### config.mk
export PLATFORM = sky130hd
export DESIGN_NAME = uart_irq_ctrl
export DESIGN_NICKNAME = d
export VERILOG_FILES = /design/src/rtl/uart_irq_pkg.sv /design/src/rtl/uart_irq_thre.sv /design/src/rtl/uart_irq_prio.sv /design/src/rtl/uart_irq_ctrl.sv
export SDC_FILE = /design/constraint.sdc
export NUM_CORES = 1
export LEC_CHECK = 0
export BUFFER_PORTS_ARGS = -buffer_cell sky130_fd_sc_hd__buf_2
export CORE_UTILIZATION = 43
export CTS_BUF_LIST = sky130_fd_sc_hd__clkbuf_16
export DETAILED_ROUTE_END_ITERATION = 10
export GPL_TIMING_DRIVEN = 0
export PLACE_DENSITY = 0.88
export SYNTH_ARGS = -nofsm -noshare
export SYNTH_HDL_FRONTEND = slang
export SYNTH_SLANG_ARGS = --single-unit
### constraint.sdc
create_clock -name clk -period 1.79 [get_ports clk]
set_input_delay 0.0895 -clock clk [delete_from_list [all_inputs] [get_ports clk]]
set_output_delay 0.0895 -clock clk [all_outputs]
set_load 0.02 [all_outputs]
### src/rtl/uart_irq_pkg.sv
package uart_irq_pkg;

  typedef struct packed {
    logic ls;
    logic rda;
    logic tmo;
    logic thre;
    logic ms;
  } irq_src_t;

  localparam logic [3:0] CODE_LS   = 4'b0110;
  localparam logic [3:0] CODE_RDA  = 4'b0100;
  localparam logic [3:0] CODE_TMO  = 4'b1100;
  localparam logic [3:0] CODE_THRE = 4'b0010;
  localparam logic [3:0] CODE_MS   = 4'b0000;
  localparam logic [3:0] CODE_NONE = 4'b0001;

  // Receive threshold selected by the two-bit trigger code.
  function automatic int unsigned rx_trig_level(input logic [1:0] code);
    case (code)
      2'd0:    return 1;
      2'd1:    return 4;
      2'd2:    return 8;
      default: return 14;
    endcase
  endfunction

  // Apply enable bits: [0] rx data/timeout, [1] thre, [2] line, [3] modem.
  function automatic irq_src_t mask_src(input irq_src_t raw, input logic [3:0] en);
    irq_src_t m;
    m.ls   = raw.ls   & en[2];
    m.rda  = raw.rda  & en[0];
    m.tmo  = raw.tmo  & en[0];
    m.thre = raw.thre & en[1];
    m.ms   = raw.ms   & en[3];
    return m;
  endfunction

endpackage

### src/rtl/uart_irq_thre.sv
module uart_irq_thre #(
  parameter int CNT_W = 5
) (
  input  logic             clk,
  input  logic             rst_n,
  input  logic             fifo_en,
  input  logic             fcr_wr,
  input  logic             thr_wr,
  input  logic [CNT_W-1:0] tx_cnt,
  input  logic             tx_char_mark,
  input  logic             iir_rd,
  input  logic             thre_shown,
  output logic             thre_pend
);

  logic tx_empty, empty_q, empty_rise;
  logic multi_q, hold_q, pend_q;

  assign tx_empty   = (tx_cnt == '0);
  assign empty_rise = tx_empty & ~empty_q;
  assign thre_pend  = pend_q;

  always_ff @(posedge clk or negedge rst_n) begin
    if (!rst_n) begin
      empty_q <= 1'b1;
      multi_q <= 1'b0;
    end else begin
      empty_q <= tx_empty;
      if (empty_rise || fcr_wr)            multi_q <= 1'b0;
      else if (tx_cnt >= CNT_W'(2))        multi_q <= 1'b1;
    end
  end

  always_ff @(posedge clk or negedge rst_n) begin
    if (!rst_n) begin
      pend_q <= 1'b0;
      hold_q <= 1'b0;
    end else if (thr_wr) begin
      pend_q <= 1'b0;
      hold_q <= 1'b0;
    end else if (fcr_wr && tx_empty) begin
      pend_q <= 1'b1;
      hold_q <= 1'b0;
    end else if (empty_rise) begin
      if (fifo_en && !multi_q) hold_q <= 1'b1;
      else                     pend_q <= 1'b1;
    end else if (hold_q && tx_char_mark) begin
      pend_q <= 1'b1;
      hold_q <= 1'b0;
    end else if (iir_rd && thre_shown) begin
      pend_q <= 1'b0;
    end
  end

  AST_THR_WR_CLEARS: assert property (@(posedge clk) disable iff (!rst_n)
    thr_wr |=> !thre_pend);

  AST_FCR_RAISES: assert property (@(posedge clk) disable iff (!rst_n)
    (fcr_wr && tx_empty && !thr_wr) |=> thre_pend);

endmodule

### src/rtl/uart_irq_prio.sv
module uart_irq_prio
  import uart_irq_pkg::*;
(
  input  irq_src_t   src,
  output logic [4:0] grant,
  output logic [3:0] code,
  output logic       any
);

  always_comb begin
    grant = '0;
    code  = CODE_NONE;
    if (src.ls) begin
      grant[4] = 1'b1; code = CODE_LS;
    end else if (src.rda) begin
      grant[3] = 1'b1; code = CODE_RDA;
    end else if (src.tmo) begin
      grant[2] = 1'b1; code = CODE_TMO;
    end else if (src.thre) begin
      grant[1] = 1'b1; code = CODE_THRE;
    end else if (src.ms) begin
      grant[0] = 1'b1; code = CODE_MS;
    end
  end

  assign any = |grant;

endmodule

### src/rtl/uart_irq_ctrl.sv
module uart_irq_ctrl
  import uart_irq_pkg::*;
#(
  parameter int FIFO_DEPTH = 16,
  parameter int CNT_W      = $clog2(FIFO_DEPTH + 1)
) (
  input  logic             clk,
  input  logic             rst_n,
  input  logic             ier_we,
  input  logic [7:0]       ier_wdata,
  output logic [7:0]       ier_rdata,
  input  logic             fifo_en,
  input  logic             fcr_wr,
  input  logic [1:0]       rx_trig,
  input  logic             out2,
  input  logic             lsr_evt,
  input  logic             lsr_rd,
  input  logic             msr_evt,
  input  logic             msr_rd,
  input  logic [CNT_W-1:0] rx_cnt,
  input  logic             rx_tmo_evt,
  input  logic             rhr_rd,
  input  logic             thr_wr,
  input  logic [CNT_W-1:0] tx_cnt,
  input  logic             tx_char_mark,
  input  logic             iir_rd,
  output logic [7:0]       iir_rdata,
  output logic             irq_n
);

  logic [3:0] ier_q;
  logic       ls_q, ms_q, tmo_q;
  logic       rda_lvl, thre_pend, thre_shown, any_pend;
  logic [7:0] iir_q, iir_now;
  logic [4:0] grant;
  logic [3:0] code;
  irq_src_t   raw_src, en_src;

  always_ff @(posedge clk or negedge rst_n) begin
    if (!rst_n) ier_q <= '0;
    else if (ier_we) ier_q <= ier_wdata[3:0];
  end
  assign ier_rdata = {4'b0000, ier_q};

  // Sticky sources: a new event wins over a clear in the same cycle.
  always_ff @(posedge clk or negedge rst_n) begin
    if (!rst_n) begin
      ls_q  <= 1'b0;
      ms_q  <= 1'b0;
      tmo_q <= 1'b0;
    end else begin
      if (lsr_evt)         ls_q  <= 1'b1;
      else if (lsr_rd)     ls_q  <= 1'b0;
      if (msr_evt)         ms_q  <= 1'b1;
      else if (msr_rd)     ms_q  <= 1'b0;
      if (rx_tmo_evt)      tmo_q <= 1'b1;
      else if (rhr_rd)     tmo_q <= 1'b0;
    end
  end

  assign rda_lvl = fifo_en ? (32'(rx_cnt) >= rx_trig_level(rx_trig))
                           : (rx_cnt != '0);

  assign thre_shown = (iir_q[3:0] == CODE_THRE);

  uart_irq_thre #(.CNT_W(CNT_W)) u_thre (
    .clk(clk), .rst_n(rst_n), .fifo_en(fifo_en), .fcr_wr(fcr_wr),
    .thr_wr(thr_wr), .tx_cnt(tx_cnt), .tx_char_mark(tx_char_mark),
    .iir_rd(iir_rd), .thre_shown(thre_shown), .thre_pend(thre_pend)
  );

  always_comb begin
    raw_src.ls   = ls_q;
    raw_src.rda  = rda_lvl;
    raw_src.tmo  = tmo_q;
    raw_src.thre = thre_pend;
    raw_src.ms   = ms_q;
  end
  assign en_src = mask_src(raw_src, ier_q);

  uart_irq_prio u_prio (.src(en_src), .grant(grant), .code(code), .any(any_pend));

  assign iir_now = {{2{fifo_en}}, 2'b00, code};

  // Snapshot seen by the CPU; frozen for the whole read strobe.
  always_ff @(posedge clk or negedge rst_n) begin
    if (!rst_n) iir_q <= 8'h01;
    else if (!iir_rd) iir_q <= iir_now;
  end
  assign iir_rdata = iir_q;

  assign irq_n = ~(out2 & any_pend);

  AST_ONE_GRANT: assert property (@(posedge clk) disable iff (!rst_n)
    $onehot0(grant));

  AST_OUT2_GATES: assert property (@(posedge clk) disable iff (!rst_n)
    !out2 |-> irq_n);

  AST_LS_STICKY: assert property (@(posedge clk) disable iff (!rst_n)
    (ls_q && !lsr_rd) |=> ls_q);

  AST_TMO_CLEAR: assert property (@(posedge clk) disable iff (!rst_n)
    (rhr_rd && !rx_tmo_evt) |=> !tmo_q);

  AST_IIR_FROZEN: assert property (@(posedge clk) disable iff (!rst_n)
    iir_rd |=> $stable(iir_rdata));

endmodule

==> summary.txt, run 1 <==
Synth
  – Post-Synth Simple-Gate Area: 15.90%
  – Synth top area share: 37.74%
  – Post-synth top cells: 14 x dfrtp_1, 9 x a21oi_1, 9 x inv_1, 7 x buf_4, 7 x nand2_1
  – Mux share of post-synthesis cell area: 4.852%
  – Ranking of synthesized cells by area: dfrtp_1 38%, buf_4 5.7%, dfstp_2 5.7%, ha_1 5.4%, a21oi_1 4.9%
  – Synth cell types: 31
  – Compound-gate portion of the synthesized area: 19.81%
  – Adder-Cell Fraction of Synth Area: 5.391%
  – FF+latch count, synth: 16
  – Most numerous cell in the Yosys netlist: dfrtp_1
  – Warnings from Yosys: 0
  – Synth Cell Area: 928.4 um2
  – Top_reg_cell synth: dfrtp_1
  – Largest family of logic cells by synthesized area: compound AO/OA/AOI/OAI gates
  – Mean Syn Cell Area: 9.671 um2
  – Post-Synth XOR/XNOR Area: 0%
  – Sequential area share after synthesis: 43.40%
  – Yosys top cell by area: dfrtp_1
  – Asr flop ratio synth: 100.0%
  – Post-synth EDFFs: 0
  – Syn Inst Count: 96

STA
  – Max Clk Rate: 606.7 MHz
  – Worst Slack Setup Final: 0.1416 ns
  – Max Slew Vio Count: 0
  – Setup TNS Final: 0 ns
  – Final setup fails: 0
  – Unrepaired setup endpoints after global routing: false
  – Period utilization: 92.09%
  – Endpoints failing hold: 0
  – Post-layout min period: 1.648 ns
  – Setup Skew: 0.002299 ns
  – Final hold slack: 0.01752 ns

Route
  – Pre-antenna DRT Iters: 4
  – Residual DRC: 0
  – Drt via density: 5.138
  – Routed WL: 2121 um
  – Vias: 894
  – Post-route ant nets: 0
  – WL per Instance: 12.19 um
  – DRT iter0 DRCs: 21

Clock tree
  – Maximum clock path buffer count: 2
  – CTS Root Cell: clkbuf_16
  – CTS tree: done
  – Worst skew pair latency: 0.24 ns
  – Total CTS buffers: 3
  – Htree depth: 1
  – Reg clk slew, reported paths: 0.05 ns
  – Clock sink count: 16

Floorplan
  – Full die area: 2349 um2
  – Starting density of the core: 46.37%
  – IO Count: 52
  – Row cnt: 16
  – Chip Width: 48.47 um
  – Core Footprint: 2002 um2
  – Die height: 48.47 um

Worst setup path
  – CP top delay family: simple AND/OR/NAND/NOR gates
  – Slowest stage delay, CP: 0.40 ns
  – Setup crit end kind: output port
  – Critical-path maximum fanout: 3
  – Worst path buffer plus inverter count: 2
  – Data required time of the worst path: 1.70 ns
  – Critical path depth in cells: 8
  – Worst path slowest cell: or3b_4
  – Worst Setup SP: rx_trig[0]
  – Crit path kind: primary input to output port
  – Critical path arrival: 1.56 ns
  – Startpoint types: primary input
  – FF-to-FF path depth: 4
  – Critical R2R Launch: u_thre.empty_q
  – CP cell instances: buf_2, nor2_1, ha_1, or3b_4, a211oi_2, nor3_2, o21ai_1, buf_4

Placed design
  – DP HPWL: 1644 um
  – Placement Cell Area: 1181 um2
  – IO Port Bufs: 40
  – Gpl congestion: 0.9051
  – Setup slack at placement: -0.02005 ns

Power and ir drop
  – Pwr/cell area: 840.6 nW/um2
  – Static Leakage: 0.6671 nW
  – Worst VDD drop: 0.7981 mV

Final layout
  – Area growth, synth to finish: 38.68%
  – Final #Nets: 187
  – Ant. Diodes: 0
  – Fin area: 1287 um2
  – Share of layout cells above drive strength 1: 43.54%
  – FILL cells: 172
  – Core Util, Final: 64.31%

Run
  – Maxcap violations: 0

Global routing
  – All-Layer GR Usage: 18.91%
  – Vias in the first global route: 851
  – First-pass GRT wire length: 3374 um
  – Initial antenna violation count: 0
  – Largest net degree at the start of global routing: 17
  – GRT overflow: 0

Min path
  – Hold Path Cell Cnt: 2
  – Hold Crit Start: fcr_wr
  – Hold Crit Class: primary input to flip-flop

Status
  – Outcome: completed
worst reg2reg max path, cell delays in order, from the launching register on:
cell and delay (ns):
dfstp_2 0.37, or3_1 0.38, nor4_1 0.31, o21ai_0 0.13
o31ai_1 0.08
sequential cells by signal, summed over array words and instances, names as in the netlist:
name	count
iir_rdata	5
ier_q	4
ls_q	1
ms_q	1
tmo_q	1
u_thre.empty_q	1
u_thre.hold_q	1
u_thre.multi_q	1
u_thre.thre_pend	1
power by group:
group	switching [mW]	leakage, nW	internal [mW]	total (mW)
Clock	0.138	0.0385	0.296	0.435
Combinational	0.126	0.441	0.101	0.227
Sequential	0.0249	0.187	0.396	0.420
Total	0.289	0.667	0.793	1.08
stage by stage:
step | power (mW) | instances
after floorplan | 0.5529 | 101
after global placement | 0.6355 | 168
after detailed placement | 0.6439 | 168
after CTS | 1.082 | 174
after global routing | 1.126 | 174
final | 1.082 | 174
cells by family (layout without fill, tap and decap cells):
family	after synthesis	after routing
fa+ha+maj	4	4
buf+inv	18	64
other cells	1	6
flops	16	16
mux	4	4
simple gates	26	26
compound gates	27	27
per-layer routing:
layer  part of all wire [%]  vias to the layer above  GRT usage [%]  wire [um]
met4                    1.1                        0          10.78         23
met1                     38                      419          19.96        811
met3                    7.0                        4          4.717        149
li1                       -                      431              -          -
met2                     54                       40          34.04       1136
met5                      0                        -              0          0
area by class of cell:
| class | count | area, um2 | share of cell area [%] |
|---|---|---|---|
| multi-input combinational | 67 | 456.7 | 35.47 |
| sequential | 16 | 402.9 | 31.29 |
| timing repair buffer | 42 | 220.2 | 17.10 |
| clock buffer | 3 | 75.07 | 5.831 |
| buffer | 9 | 61.31 | 4.762 |
| inverter | 9 | 33.78 | 2.624 |
| tap | 27 | 33.78 | 2.624 |
| clock inverter | 1 | 3.754 | 0.2915 |
cell usage in the layout (no fill, tap or decap), types with 2 or more instances in the layout:
cell type / n
a21o_1: 4
buf_2: 40
dfstp_2: 2
ha_1: 4
o31a_1: 2
mux2_2: 4
nand2_1: 7
a21oi_1: 9
nor2_1: 3
inv_1: 9
o31ai_1: 3
conb_1: 6
buf_4: 9
nor2b_1: 2
o21ai_0: 3
or4_1: 2
nor3_1: 3
clkbuf_16: 3
dfrtp_1: 14
repair_timing:
item                                   4_1_cts  5_1_grt
hold buffers                                 1        0
resized for setup                            1        3
setup endpoints to repair                    1        1
pin swaps                                    1        1
endpoints found under the hold margin       14        0
buffers inserted                             1        0
path summary, 6_finish.rpt:
path                                     to  slack (ns)
hold reg to reg                iir_rdata[0]        0.48
max in group asynchronous    u_thre.empty_q        1.20
setup reg to reg           u_thre.thre_pend        0.42
setup / recovery                      irq_n        0.14
min in group asynchronous              ms_q        0.28
hold / removal               u_thre.multi_q        0.02
Note: power is estimated with default switching activity, not from simulation.
==> run 2, diff against run 1 <==
Settings changed: BUFFER_PORTS_ARGS -buffer_cell sky130_fd_sc_hd__buf_2 to not set, CORE_UTILIZATION 43 to 50, DONT_BUFFER_PORTS set to 1, PLACE_DENSITY 0.88 to 0.75.
Clock period 1.79 ns to 1.6 ns, I/O delays scaled along.
==> run 2 against run 1 <==
  * Combinational power fell by 22%
  * Clock skew increased by 0.0028 ns
  * Sequential power increased by 20%
  * Critical path depth is 2 lower
  * Global-route usage grew 4.5 points
  * Hold slack worse by 0.016 ns
  * Highest routed layer is now met3
  * Critical path type unchanged
  * Flip-flop and latch count is the same
  * Critical endpoint unchanged
  * Die area down 13%
  * Sequential share of layout area is 2.1 points higher
  * Core utilization grew 5.6 points
  * Design area down 6.2%
==> summary.txt, run 2 (synthesized netlist as in run 1, its figures left out) <==
Global routing
  – Initial antenna violation count: 0 (unchanged)
  – All-Layer GR Usage: 23.42% (+4.5 points)
  – Largest net degree at the start of global routing: 17 (unchanged)
  – First-pass GRT wire length: 3394 um (+0.59%)
  – GRT overflow: 0 (unchanged)
  – Vias in the first global route: 808 (-5.1%)

Clock tree
  – Maximum clock path buffer count: 2 (unchanged)
  – Clock sink count: 16 (unchanged)
  – CTS tree: done
  – Total CTS buffers: 3 (unchanged)
  – CTS Root Cell: clkbuf_16
  – Worst skew pair latency: 0.24 ns (about the same)
  – Reg clk slew, reported paths: 0.05 ns (about the same)
  – Htree depth: 1 (unchanged)

Placed design
  – IO Port Bufs: 0 (-100%)
  – DP HPWL: 1523 um (-7.4%)
  – Gpl congestion: 0.7842 (-13%)
  – Placed Cells: 126 (-25%)

Final layout
  – Commonest non-fill, non-tap cell in the layout: dfrtp_1
  – Ant. Diodes: 0 (unchanged)
  – FILL cells: 137 (-20%)
  – Share of layout cells above drive strength 1: 22.03% (-22 points)
  – Max reg flops: 5 (unchanged)
  – Area growth, synth to finish: 30.05%
  – Most frequent cells in the layout: 14 x dfrtp_1, 12 x dlygate4sd3_1, 9 x inv_1, 9 x a21oi_1, 9 x buf_4
  – Core Util, Final: 69.93% (+5.6 points)
  – Fin cells: 143 (-18%)
  – Final #Nets: 159 (-15%)

Route
  – Drt via density: 5.420 (+5.5%)
  – Met3 WL: 110 um (-26%)
  – WL per Instance: 14.54 um (+19%)
  – Residual DRC: 0 (unchanged)
  – Metal2 WL: 1120 um (-1.4%)
  – DR top layer: met3
  – Post-route ant nets: 0 (unchanged)
  – M1 WL: 848 um (+4.6%)
  – Routed WL: 2079 um (-2.0%)
  – DRT iter0 DRCs: 24 (+14%)
  – Pre-antenna DRT Iters: 4 (unchanged)
  – Vias: 775 (-13%)

Run
  – Maxcap violations: 0 (unchanged)

STA
  – Endpoints failing hold: 0 (unchanged)
  – Unrepaired setup endpoints after global routing: false
  – Max Clk Rate: 650.8 MHz
  – Max Slew Vio Count: 0 (unchanged)
  – Period utilization: 96.03%
  – Final setup fails: 0 (unchanged)
  – Post-layout min period: 1.536 ns
  – Slew margin rel.: 51.82%
  – Setup Skew: 0.005050 ns (+0.002750 ns)
  – Worst slew pin tran: 0.7204 ns

Worst setup path
  – Setup crit end kind: output port
  – Data required time of the worst path: 1.52 ns (-0.18 ns)
  – Startpoint types: primary input
  – Critical-path maximum fanout: 3 (unchanged)
  – Crit path kind: primary input to output port
  – Critical path arrival: 1.46 ns (-0.10 ns)

Floorplan
  – Core Footprint: 1727 um2 (-14%)
  – Chip Width: 45.09 um (-7.0%)
  – Full die area: 2033 um2 (-13%)
  – IO Count: 52 (unchanged)
  – Starting density of the core: 53.77% (+7.4 points)
  – Row cnt: 15 (-1)
  – Die height: 45.09 um (-7.0%)

Status
  – Outcome: completed

Power and ir drop
  – Static Leakage: 0.5573 nW (-16%)
  – Pwr/cell area: 954.6 nW/um2 (+14%)
  – Worst VDD drop: 0.6148 mV (-23%)

Min path
  – Hold Crit Class: primary input to flip-flop
-- run 2: power breakdown --
| part | switching, mW | internal [mW] | leakage [nW] | total (mW) |
|---|---|---|---|---|
| Clock | 0.144 | 0.327 | 0.0370 | 0.471 |
| Sequential | 0.0606 | 0.443 | 0.187 | 0.503 |
| Combinational | 0.0890 | 0.0893 | 0.333 | 0.178 |
-- run 2: metal layers --
layer / up-vias / global-route usage, %
met1: 369 / 28.83
met3: 0 / 4.400
met5: - / 0
met2: 30 / 40.00
li1: 376 / -
met4: 0 / 9.697
-- run 2: worst max-delay path, stage by stage --
cell,delay [ns]
nor2_1,0.12
ha_1,0.25
or3b_4,0.42
a211oi_4,0.25
nor3_2,0.09
o21ai_2,0.25
-- run 2: worst paths after layout --
path                       startpoint      endpoint  cells past startpoint  slack [ns]
setup / recovery           rx_trig[0]         irq_n                      6        0.06
hold / removal                 rhr_rd         tmo_q                      2       0.001
setup reg to reg                tmo_q  iir_rdata[1]                      6        0.23
hold reg to reg                  ms_q          ms_q                      1        0.50
max in group asynchronous       rst_n  iir_rdata[1]                      1        0.80
min in group asynchronous       rst_n      ier_q[0]                      1        0.34
-- run 2: per-stage QoR --
| stage | total power [mW] | hold slack [ns] | setup TNS, ns | worst slack [ns] | instance area (um2) |
|---|---|---|---|---|---|
| after floorplan | 0.6211 | -0.2156 | 0 | 0.07716 | 950.9 |
| after global placement | 0.6402 | -0.2152 | -0.02526 | -0.02526 | 982.2 |
| after detailed placement | 0.6478 | -0.2152 | -0.1561 | -0.08390 | 982.2 |
| after CTS | 1.155 | 0.006353 | 0 | 0.0007491 | 1195 |
| after global routing | 1.204 | 0.005450 | 0 | 0.006743 | 1207 |
| final | 1.153 | 0.001423 | 0 | 0.06352 | 1207 |
-- run 2: timing repair --
action | 4_1_cts | 5_1_grt
endpoints found under the hold margin | 26 | 0
endpoints found under the setup margin | 1 | 1
hold buffers | 12 | 0
setup buffers | 1 | 1
pin swaps | 2 | 2
gates resized for setup | 2 | 1
-- run 2: cell type report --
| cell class | count | area (um2) | area share, % |
|---|---|---|---|
| Tap cell | 25 | 31.28 | 2.591 |
| Buffer | 9 | 61.31 | 5.078 |
| Clock buffer | 3 | 75.07 | 6.218 |
| Multi-Input combinational cell | 67 | 467.9 | 38.76 |
| Sequential cell | 16 | 402.9 | 33.37 |
| Timing Repair Buffer | 14 | 135.1 | 11.19 |
| Inverter | 9 | 33.78 | 2.798 |
